File: config.mk
export PLATFORM = sky130hd
export DESIGN_NAME = bfu_unit
export DESIGN_NICKNAME = d
export VERILOG_FILES = /design/src/rtl/bfu_pkg.sv /design/src/rtl/bfu_mask.sv /design/src/rtl/bfu_merge.sv /design/src/rtl/bfu_unit.sv
export SDC_FILE = /design/constraint.sdc
export NUM_CORES = 1
export LEC_CHECK = 0
export ABC_CLOCK_PERIOD_IN_PS = 4300
export BUFFER_PORTS_ARGS = -buffer_cell sky130_fd_sc_hd__buf_2
export CORE_ASPECT_RATIO = 1.2
export CORE_MARGIN = 2
export CORE_UTILIZATION = 58
export DETAILED_ROUTE_END_ITERATION = 8
export PLACE_DENSITY = 0.8
export SLEW_MARGIN = 20
export SYNTH_ARGS = -nofsm -noshare
export SYNTH_HDL_FRONTEND = slang
export SYNTH_HIERARCHICAL = 1
export SYNTH_SLANG_ARGS = --single-unit
File: constraint.sdc
create_clock -name clk -period 4.3 [get_ports clk]
set_input_delay 0.645 -clock clk [delete_from_list [all_inputs] [get_ports clk]]
set_output_delay 0.645 -clock clk [all_outputs]
set_load 0.01 [all_outputs]
File: src/rtl/bfu_pkg.sv
package bfu_pkg;

    typedef enum logic {
        BFU_CLEAR  = 1'b0,
        BFU_INSERT = 1'b1
    } bfu_op_e;

    typedef struct packed {
        logic n;
        logic z;
        logic c;
        logic v;
    } nzcv_t;

    typedef enum logic [3:0] {
        CC_EQ = 4'd0,  CC_NE = 4'd1,  CC_CS = 4'd2,  CC_CC = 4'd3,
        CC_MI = 4'd4,  CC_PL = 4'd5,  CC_VS = 4'd6,  CC_VC = 4'd7,
        CC_HI = 4'd8,  CC_LS = 4'd9,  CC_GE = 4'd10, CC_LT = 4'd11,
        CC_GT = 4'd12, CC_LE = 4'd13, CC_AL = 4'd14, CC_XX = 4'd15
    } bfu_cond_e;

    function automatic logic cond_pass(bfu_cond_e code, nzcv_t f);
        logic r;
        case (code)
            CC_EQ:   r = f.z;
            CC_NE:   r = !f.z;
            CC_CS:   r = f.c;
            CC_CC:   r = !f.c;
            CC_MI:   r = f.n;
            CC_PL:   r = !f.n;
            CC_VS:   r = f.v;
            CC_VC:   r = !f.v;
            CC_HI:   r = f.c && !f.z;
            CC_LS:   r = !f.c || f.z;
            CC_GE:   r = (f.n == f.v);
            CC_LT:   r = (f.n != f.v);
            CC_GT:   r = !f.z && (f.n == f.v);
            CC_LE:   r = f.z || (f.n != f.v);
            default: r = 1'b1;
        endcase
        return r;
    endfunction

endpackage

File: src/rtl/bfu_mask.sv
module bfu_mask #(
    parameter int DATA_W = 32,
    parameter int POS_W  = $clog2(DATA_W),
    parameter int WID_W  = POS_W + 1
) (
    input  logic [POS_W-1:0]  lsb,
    input  logic [WID_W-1:0]  width,
    output logic [DATA_W-1:0] mask,
    output logic              range_ok
);
    localparam int SPAN_W = WID_W + 1;

    logic [DATA_W:0]   ones;
    logic [SPAN_W-1:0] span;

    always_comb begin
        ones     = ({{DATA_W{1'b0}}, 1'b1} << width) - 1'b1;
        mask     = ones[DATA_W-1:0] << lsb;
        span     = SPAN_W'(lsb) + SPAN_W'(width);
        range_ok = (width != '0) && (span <= SPAN_W'(DATA_W));
    end
endmodule

File: src/rtl/bfu_merge.sv
module bfu_merge #(
    parameter int DATA_W = 32,
    parameter int POS_W  = $clog2(DATA_W)
) (
    input  bfu_pkg::bfu_op_e  op,
    input  logic [DATA_W-1:0] dst,
    input  logic [DATA_W-1:0] src,
    input  logic [POS_W-1:0]  lsb,
    input  logic [DATA_W-1:0] mask,
    output logic [DATA_W-1:0] merged
);
    logic [DATA_W-1:0] src_aligned;
    logic              fill_en;

    assign src_aligned = src << lsb;
    assign fill_en     = (op == bfu_pkg::BFU_INSERT);

    for (genvar b = 0; b < DATA_W; b++) begin : g_bit
        assign merged[b] = mask[b] ? (fill_en & src_aligned[b]) : dst[b];
    end
endmodule

File: src/rtl/bfu_unit.sv
module bfu_unit #(
    parameter int DATA_W = 32,
    parameter int IDX_W  = 4,
    parameter int SP_IDX = 13,
    parameter int PC_IDX = 15,
    localparam int POS_W = $clog2(DATA_W),
    localparam int WID_W = POS_W + 1
) (
    input  logic              clk,
    input  logic              rst,
    input  logic              in_valid,
    input  logic              in_op,
    input  logic [DATA_W-1:0] in_dst,
    input  logic [DATA_W-1:0] in_src,
    input  logic [POS_W-1:0]  in_lsb,
    input  logic [WID_W-1:0]  in_width,
    input  logic [3:0]        in_cond,
    input  logic [3:0]        in_flags,
    input  logic [IDX_W-1:0]  in_rd_idx,
    input  logic [IDX_W-1:0]  in_rn_idx,
    output logic              out_valid,
    output logic [DATA_W-1:0] out_result,
    output logic              out_wen,
    output logic              out_illegal,
    output logic [3:0]        out_flags
);
    import bfu_pkg::*;

    bfu_op_e           op;
    logic [DATA_W-1:0] mask;
    logic              range_ok;
    logic [DATA_W-1:0] merged;
    logic              rd_bad;
    logic              rn_bad;
    logic              illegal;
    logic              pass;
    logic              commit;

    assign op = bfu_op_e'(in_op);

    bfu_mask #(.DATA_W(DATA_W), .POS_W(POS_W), .WID_W(WID_W)) u_mask (
        .lsb      (in_lsb),
        .width    (in_width),
        .mask     (mask),
        .range_ok (range_ok)
    );

    bfu_merge #(.DATA_W(DATA_W), .POS_W(POS_W)) u_merge (
        .op     (op),
        .dst    (in_dst),
        .src    (in_src),
        .lsb    (in_lsb),
        .mask   (mask),
        .merged (merged)
    );

    always_comb begin
        rd_bad  = (in_rd_idx == IDX_W'(SP_IDX)) || (in_rd_idx == IDX_W'(PC_IDX));
        rn_bad  = (op == BFU_INSERT) &&
                  ((in_rn_idx == IDX_W'(SP_IDX)) || (in_rn_idx == IDX_W'(PC_IDX)));
        illegal = !range_ok || rd_bad || rn_bad;
        pass    = cond_pass(bfu_cond_e'(in_cond), nzcv_t'(in_flags));
        commit  = !illegal && pass;
    end

    always_ff @(posedge clk) begin
        if (rst) begin
            out_valid   <= 1'b0;
            out_wen     <= 1'b0;
            out_illegal <= 1'b0;
            out_result  <= '0;
            out_flags   <= '0;
        end else begin
            out_valid   <= in_valid;
            out_wen     <= in_valid && commit;
            out_illegal <= in_valid && illegal;
            if (in_valid) begin
                out_result <= commit ? merged : in_dst;
                out_flags  <= in_flags;
            end
        end
    end
endmodule

==> results of run 1 <==
[path summary, 6_finish.rpt]
check / end / cells after the start
hold / removal: out_result[10]$_SDFFE_PP0P_ / 2
hold reg to reg: out_result[10]$_SDFFE_PP0P_ / 2
setup reg to reg: out_result[14]$_SDFFE_PP0P_ / 2
setup / recovery: out_result[28]$_SDFFE_PP0P_ / 17
[metrics by stage]
| step | setup WS (ns) | util (%) | cells | power (mW) | hold slack, ns |
|---|---|---|---|---|---|
| finish | 0.424 | 66.0 | 1199 | 1.73 | 0.483 |
| global route | 0.0364 | 66.0 | 1199 | 1.82 | 0.503 |
| CTS | 0.389 | 65.9 | 1199 | 1.71 | 0.484 |
| detailed placement | 0.106 | 64.6 | 1191 | 1.31 | 0.474 |
| global placement | 0.171 | 64.6 | 1191 | 1.30 | 0.468 |
| floorplan | 0.348 | - | 953 | 1.07 | 0.505 |
[cells in the final DEF (no fill, tap or decap), types with 7 or more instances in the layout]
| cell | instances |
|---|---|
| sky130_fd_sc_hd__mux2i_1 | 55 |
| sky130_fd_sc_hd__a21o_1 | 7 |
| sky130_fd_sc_hd__or3_1 | 7 |
| sky130_fd_sc_hd__dfxtp_1 | 39 |
| sky130_fd_sc_hd__buf_4 | 46 |
| sky130_fd_sc_hd__nand2b_1 | 17 |
| sky130_fd_sc_hd__o211ai_1 | 9 |
| sky130_fd_sc_hd__a211oi_1 | 50 |
| sky130_fd_sc_hd__o22ai_1 | 15 |
| sky130_fd_sc_hd__nand3_1 | 39 |
| sky130_fd_sc_hd__nor2b_1 | 10 |
| sky130_fd_sc_hd__o21ai_0 | 63 |
| sky130_fd_sc_hd__xnor2_1 | 7 |
| sky130_fd_sc_hd__a22oi_1 | 10 |
| sky130_fd_sc_hd__nor3_1 | 23 |
| sky130_fd_sc_hd__a21oi_1 | 41 |
| sky130_fd_sc_hd__mux2_2 | 23 |
| sky130_fd_sc_hd__inv_1 | 31 |
| sky130_fd_sc_hd__nand2_1 | 63 |
| sky130_fd_sc_hd__o21ai_1 | 14 |
| sky130_fd_sc_hd__nor2_1 | 93 |
| sky130_fd_sc_hd__mux4_2 | 27 |
| sky130_fd_sc_hd__and3_1 | 11 |
| sky130_fd_sc_hd__buf_2 | 131 |
| sky130_fd_sc_hd__a31oi_1 | 46 |
[report_power, final]
part	switching, mW	internal (mW)
combinational	0.564	0.369
clock	0.146	0.246
sequential	0.0146	0.393
[per-layer routing]
layer / GRT usage [%] / wire length, um
met1: 48.3 / 9470
met2: 53.6 / 10600
met3: 6.00 / 2920
met4: 14.7 / 1070
met5: 0 / 0
[flip-flops by register name (all words and copies together) (netlist names)]
| name | flops |
|---|---|
| out_illegal | 1 |
| out_wen | 1 |
| out_result | 32 |
| out_flags | 4 |
| out_valid | 1 |
[kinds of logic after synthesis]
group | after synthesis | share of synthesized area, %
AOI/OAI and AO/OA | 341 | 33.2
xor gates and xnor gates | 9 | 1.11
adders and majority gates | 7 | 1.33
buffers and inverters | 138 | 10.1
DFF | 39 | 11.0
muxes | 109 | 21.4
and+or+nand+nor | 310 | 21.9
[timing repair]
action / 4_1_cts / 5_1_grt
gates resized for setup: 0 / 2
hold buffers: 0 / 0
endpoints found under the setup margin: 0 / 4
[layout make-up]
class	instances	area share, %
Multi-Input combinational cell	776	70.8
Timing Repair Buffer	179	13.1
Sequential cell	39	9.81
Tap cell	161	2.53
Clock buffer	7	1.92
Inverter	36	1.75
Clock inverter	1	0.0944
[worst max-delay path: stages]
cell	delay (ns)
sky130_fd_sc_hd__buf_2	0.16
sky130_fd_sc_hd__nor3_1	0.26
sky130_fd_sc_hd__nand3_1	0.11
sky130_fd_sc_hd__ha_2	0.29
sky130_fd_sc_hd__buf_4	0.18
sky130_fd_sc_hd__nor3b_1	0.13
sky130_fd_sc_hd__o211a_1	0.12
sky130_fd_sc_hd__a311oi_2	0.45
sky130_fd_sc_hd__mux2i_1	0.18
sky130_fd_sc_hd__mux2_2	0.33
sky130_fd_sc_hd__o21ai_0	0.19
sky130_fd_sc_hd__a2bb2oi_1	0.22
sky130_fd_sc_hd__buf_4	0.18
sky130_fd_sc_hd__nand3_1	0.10
sky130_fd_sc_hd__o211ai_2	0.17
sky130_fd_sc_hd__a31oi_1	0.11
sky130_fd_sc_hd__a211oi_2	0.25
==> results.txt, run 1 <==
The antenna diode count came out at 0. The die boundary height is 125 um. The synthesized design contains 0 enable-type register cells. The total negative slack for setup checks came out at 0 ns. The x dimension of the die is 105 um. The leakage dissipation is 3.26 nW.

The number of nets in the finished design came out at 1,139. The run finished with clean final reports. The critical path required time came out at 4.51 ns.

Summing all multi-input logic gate instances after layout gives 0.00563 mm2. The max-slew violation count came out at 0. Summed over all nets, the half-perimeter wirelength after detailed placement is 18,000 um. The final design instance area without fill is 0.00796 mm2. The CTS sink count came out at 39. The startpoint identified for the worst hold timing path is out_result[10]$_SDFFE_PP0P_.

The proportion of netlist area held by the largest area contributor came out at 11.0%. The number of global-route vias before repair is 7,554. At the end of routability-driven placement, the weighted congestion stood at 1.13. Compared with the post-synthesis result, the final layout area differs by 11.6%. Counting along the longest clock path gives a buffer depth of 2.

The minimum clock period came out at 3.88 ns. For this run, the register share of the synthesized area comes to 11.0%. Setup repair after global routing left no endpoint under its margin. The count of input and output buffers came out at 131. In the post-synthesis netlist, the biggest area contributors are sky130_fd_sc_hd__dfxtp_1 (11%), sky130_fd_sc_hd__mux4_2 (8.5%), sky130_fd_sc_hd__mux2i_1 (7.7%), sky130_fd_sc_hd__a211oi_1 (5.3%), sky130_fd_sc_hd__nor2_1 (4.9%).

The achievable frequency came out at 258 MHz. The maximum number of pins on one net before global-route repair is 43. The number of inserted filler cells in the final layout came out at 1,099. The initial cell density of the core is 59.1%. The peak supply drop is 0.188 mV.

Using the TritonRoute via totals, the vias-per-cell ratio works out to 7.04. The length of the first detailed-routing pass in iterations is 7. The detailed router finished its first iteration with 1,206 violations. Synthesis inferred 39 register bits. Clock tree synthesis selected as its root buffer the cell sky130_fd_sc_hd__clkbuf_16. The die covers 0.0132 mm2.

The first global-routing pass estimated 38,200 um of wire. The power density normalized to cell area is 218 mW/mm2. The number of maximum-capacitance violations came out at 0.

The count of nets left with antenna violations once routing finished came out at 0. Of all nets on the critical path, the largest fanout is 12. Synthesis produced 953 cells. The post-CTS setup repair buffer count came out at 0. The category of the worst setup path capture point is a flip-flop. TritonCTS built the clock tree. The post-route netlist has 26.0% of its cells at a drive strength greater than 1. The slew at the pin closest to its max-slew limit is 1.00 ns. The tightest slew margin relative to the limit is 33.2%.

The classification of the worst-slack hold path is flip-flop to flip-flop. Of all flip-flops after synthesis, the portion carrying an async set or reset was 0%. For this run the aggregate overflow at the end of global routing stands at 0. The insertion delay of the later-clocked pin in the worst-skew pair came out at 0.28 ns. The mean routed wirelength per cell came out at 20.0 um. The summed instance area of the synthesized netlist is 0.00713 mm2.

The worst register-to-register path has a setup slack of 3.57 ns. The number of antenna violations at the first check in global routing was 0. The worst setup path category is input pin to flip-flop. The total nets after synthesis is 1,055. The area of the placeable core came out at 0.0121 mm2. Across all layers, the routed design uses 8,437 vias.

Counting instances in the post-synthesis netlist gives the leading cell types as sky130_fd_sc_hd__nor2_1 (93), sky130_fd_sc_hd__nand2_1 (63), sky130_fd_sc_hd__o21ai_0 (63), sky130_fd_sc_hd__mux2i_1 (55). The hold violation total from the final report came out at 0. The total setup violations reported at the end of the flow is 0. The number of clock buffers inserted by TritonCTS came out at 5. The cell with the most instances after synthesis is sky130_fd_sc_hd__nor2_1. The remaining routing DRC violations is 0. The synthesized area per cell is 7.48 um2. The data arrival time of the critical path is 4.09 ns. Tracing the worst setup path back leads to its startpoint at in_width[3]. The final routed wirelength across all metal layers came out at 24,000 um.

After clock tree synthesis, the clock-pin slew on the worst setup and hold paths is 0.06 ns. The biggest area contributor in the post-synthesis netlist is sky130_fd_sc_hd__dfxtp_1. The number of distinct standard cells referenced by the synthesized netlist came out at 92. Global routing used 34.9% of the available tracks across all layers.

STA classifies the critical path startpoint as an input pin. The floorplan has 44 rows. For this run, the leading register cell type out of synthesis is sky130_fd_sc_hd__dfxtp_1.

The H-tree level count is 2. The register cell area after layout is 781 um2. The worst register-to-register path begins at out_result[14]$_SDFFE_PP0P_. The top-level port count is 134. The setup skew after layout is 0 ns. Yosys printed 6 warnings. The final period utilization is 90.1%. The area of placed instances is 0.00779 mm2.
(Power assumes the default switching activity.)
==> run 2: changes to the inputs <==
ABC_CLOCK_PERIOD_IN_PS = 4750   (was 4300)
CORE_UTILIZATION = 60   (was 58)
PLACE_DENSITY = 0.82   (was 0.8)
clock period = 4.75 ns   (was 4.3 ns; I/O delays follow)
==> run 2 against run 1 <==
  * Design area is 1.2% lower
  * First-iteration DRC count is 0.75% higher
  * Routed wire length grew 3.0%
  * Flip-flop and latch count unchanged
  * Count of clock-buffer cells in the layout is 2 lower
  * Power shrank 8.4%
  * Critical endpoint is now out_result[27]$_SDFFE_PP0P_
  * Clock skew did not move
  * Setup slack got worse by 0.096 ns
  * Die area shrank 3.2%
  * Global-route usage increased by 3.0 points
  * Non-clock buffer count down 9
  * Largest cell class unchanged
==> results.txt, run 2 (synthesis gave the netlist of run 1 again) <==
The post-CTS setup repair buffer count is 0. The number of buffers inserted for hold repair after clock tree synthesis is 0. Leaving out fill and tap cells, the most frequent cell in the layout is sky130_fd_sc_hd__buf_2. The reg-to-reg setup timing slack came out at 3.99 ns.

The top-level port count came out at 134. The total negative slack for setup checks came out at 0 ns. The design draws 1.59 mW. STA puts the critical path data required time at 4.95 ns. The die outline area is 0.0128 mm2.

For the final database, setup skew stands at 0 ns. For this run, the total global-route usage over all layers was measured as 37.9%. Counting cells, the worst reg-to-reg path comes to 2. The worst setup path is of the input pin to flip-flop kind. The number of maximum-capacitance violations came out at 0. Static timing analysis puts the maximum clock frequency at 226 MHz. The classification of the worst-slack hold path is flip-flop to flip-flop. The clock root buffer is sky130_fd_sc_hd__clkbuf_16. The maximum number of pins on one net before global-route repair is 46. The startpoint identified for the worst register-to-register timing path is out_result[4]$_SDFFE_PP0P_.

The remaining routing DRC violations came out at 0. The data arrival time of the critical path came out at 4.62 ns. The count of nets left with antenna violations after detail routing came out at 0.

The aggregate global routing overflow is 0. The clock tree from TritonCTS is yes. In the final layout, the registers with the most flip-flops are out_result: 32 flops, out_flags: 4 flops. The run finished with clean final reports.

The H-tree level count came out at 2. The x dimension of the die came out at 104 um. The count of input and output buffers is 131. Dividing the detail-routed wire length by the instance count gives 20.9 um.

Clock-pin slew was measured on the worst setup and hold paths at 0.07 ns. The most numerous cell type found on the critical path is sky130_fd_sc_hd__nand3_1. The nature of the critical path startpoint is an input pin. CTS saw 39 sinks. The tightest slew margin relative to the limit came out at 35.9%. The number of global-route vias before repair is 7,430. In the layout the commonest cells are sky130_fd_sc_hd__buf_2 (131), sky130_fd_sc_hd__nor2_1 (93), sky130_fd_sc_hd__o21ai_0 (63), sky130_fd_sc_hd__nand2_1 (63), sky130_fd_sc_hd__mux2i_1 (55). The slew at the pin closest to its max-slew limit came out at 0.961 ns. The initial cell density of the core is 61.6%.

The cell family contributing the most delay on the critical path is compound AO/OA/AOI/OAI gates. The minimum clock period came out at 4.42 ns. The power density normalized to cell area is 202 mW/mm2. The worst hold path depth is 2. From synthesis to final layout, the design area changed by 10.3%. The maximum clock insertion buffer count is 2. VDD sags by at most 0.155 mV. The max-slew violation count came out at 0.

In the routed layout, each cell is associated on average with a via count of 7.08. The slowest stage of the critical path belongs to the cell sky130_fd_sc_hd__a211oi_1. The number of clock buffers inserted by TritonCTS is 5. The length of the first detailed-routing pass in iterations is 6.

The antenna diode count came out at 0. The leakage dissipation came out at 3.22 nW. In this run the critical register-to-register path is captured at out_result[4]$_SDFFE_PP0P_. The number of nets in the finished design came out at 1,130. The share of cells above drive strength 1 is 25.2%.

The number of inserted filler cells in the final layout is 1,041. Measured along the y axis, the die boundary spans 123 um. The sum of buffers and inverters on the critical path is 1.

The hold violation total from the final report is 0. The critical path goes through buf_2 > nor3_1 > nand3_1 > ha_1 > nand2b_1 > nor3_1 > a2111oi_0 > o22a_1 > mux2i_1 > nor2_1 > a211oi_1 > nand3_1 > a21oi_1 > o21ai_0 > nand3_1 > a31oi_1 > a211oi_1. For hold timing, the worst endpoint is out_result[2]$_SDFFE_PP0P_. The congestion estimate from routability-driven global placement came to 1.06. The first global-routing pass estimated 39,600 um of wire. The detailed-route via count is 8,393. The register with the most flip-flops in the final layout is out_result. The DRC violation total after the first TritonRoute iteration came out at 1,215. Setup repair after global routing left no endpoint under its margin.

The maximum fanout count along the critical path came out at 11. The worst setup path is captured at a flip-flop. Clock latency on the worst-skew pair, taken at its later pin, is 0.28 ns. The register with the most flip-flops in the layout has 32 of them.

The count of instances resized after the clock tree is built is 0. The number of placement rows came out at 43. The delay of the slowest cell on the worst path came out at 0.54 ns. The HPWL after detailed placement is 18,600 um.

Summed over all layers, the routed wires come to 24,700 um. The area of the placeable core came out at 0.0116 mm2. The final period utilization is 93.1%.

The number of antenna violations at the first check in global routing came out at 0. The total setup violations reported at the end of the flow is 0. The startpoint identified for the worst hold timing path is out_result[2]$_SDFFE_PP0P_.
run 2: through the flow:
| stage | cell area [um2] | utilization [%] | instances | setup WS, ns | hold WS, ns |
|---|---|---|---|---|---|
| floorplan | 7130 | - | 953 | 0.730 | 0.505 |
| global placement | 7690 | 66.5 | 1178 | 0.382 | 0.472 |
| detailed placement | 7690 | 66.5 | 1178 | 0.341 | 0.475 |
| CTS | 7860 | 68.0 | 1186 | 0.613 | 0.483 |
| global route | 7860 | 68.0 | 1186 | 0.135 | 0.500 |
| finish | 7860 | 68.0 | 1186 | 0.328 | 0.483 |
run 2: worst reg2reg max path, stage by stage (launching register included):
cell and delay (ns):
sky130_fd_sc_hd__dfxtp_1 0.33, sky130_fd_sc_hd__nor2_1 0.05, sky130_fd_sc_hd__a211oi_1 0.29
run 2: final cells by class:
type	count	area [um2]	share of cell area, %
sequential	39	781	9.93
clock inverter	3	43.8	0.557
multi-input combinational	776	5630	71.6
clock buffer	5	125	1.59
timing repair buffer	170	948	12.1
inverter	36	135	1.72
tap	157	196	2.50
run 2: worst max-delay path by stage:
stage                                              to  slack (ns)   startpoint  depth (start not counted)
after floorplan           out_result[27]$_SDFFE_PP0P_        0.73  in_width[3]                         20
after global placement    out_result[29]$_SDFFE_PP0P_        0.38  in_width[1]                         15
after detailed placement  out_result[27]$_SDFFE_PP0P_        0.34  in_width[5]                         17
after CTS                 out_result[27]$_SDFFE_PP0P_        0.61  in_width[5]                         17
after global routing      out_result[27]$_SDFFE_PP0P_        0.13  in_width[5]                         17
final                     out_result[27]$_SDFFE_PP0P_        0.33  in_width[5]                         17
run 2: power breakdown:
part	leakage [nW]	internal, mW	switching [mW]	total, mW
Clock	0.0838	0.248	0.138	0.386
Sequential	0.324	0.355	0.0127	0.368
Combinational	2.81	0.320	0.513	0.833
run 2: metal layers:
| layer | wire (um) | GRT usage [%] |
|---|---|---|
| met5 | 0 | 0 |
| met4 | 982 | 16.0 |
| met3 | 2800 | 6.33 |
| met2 | 11000 | 59.8 |
| met1 | 9910 | 51.8 |
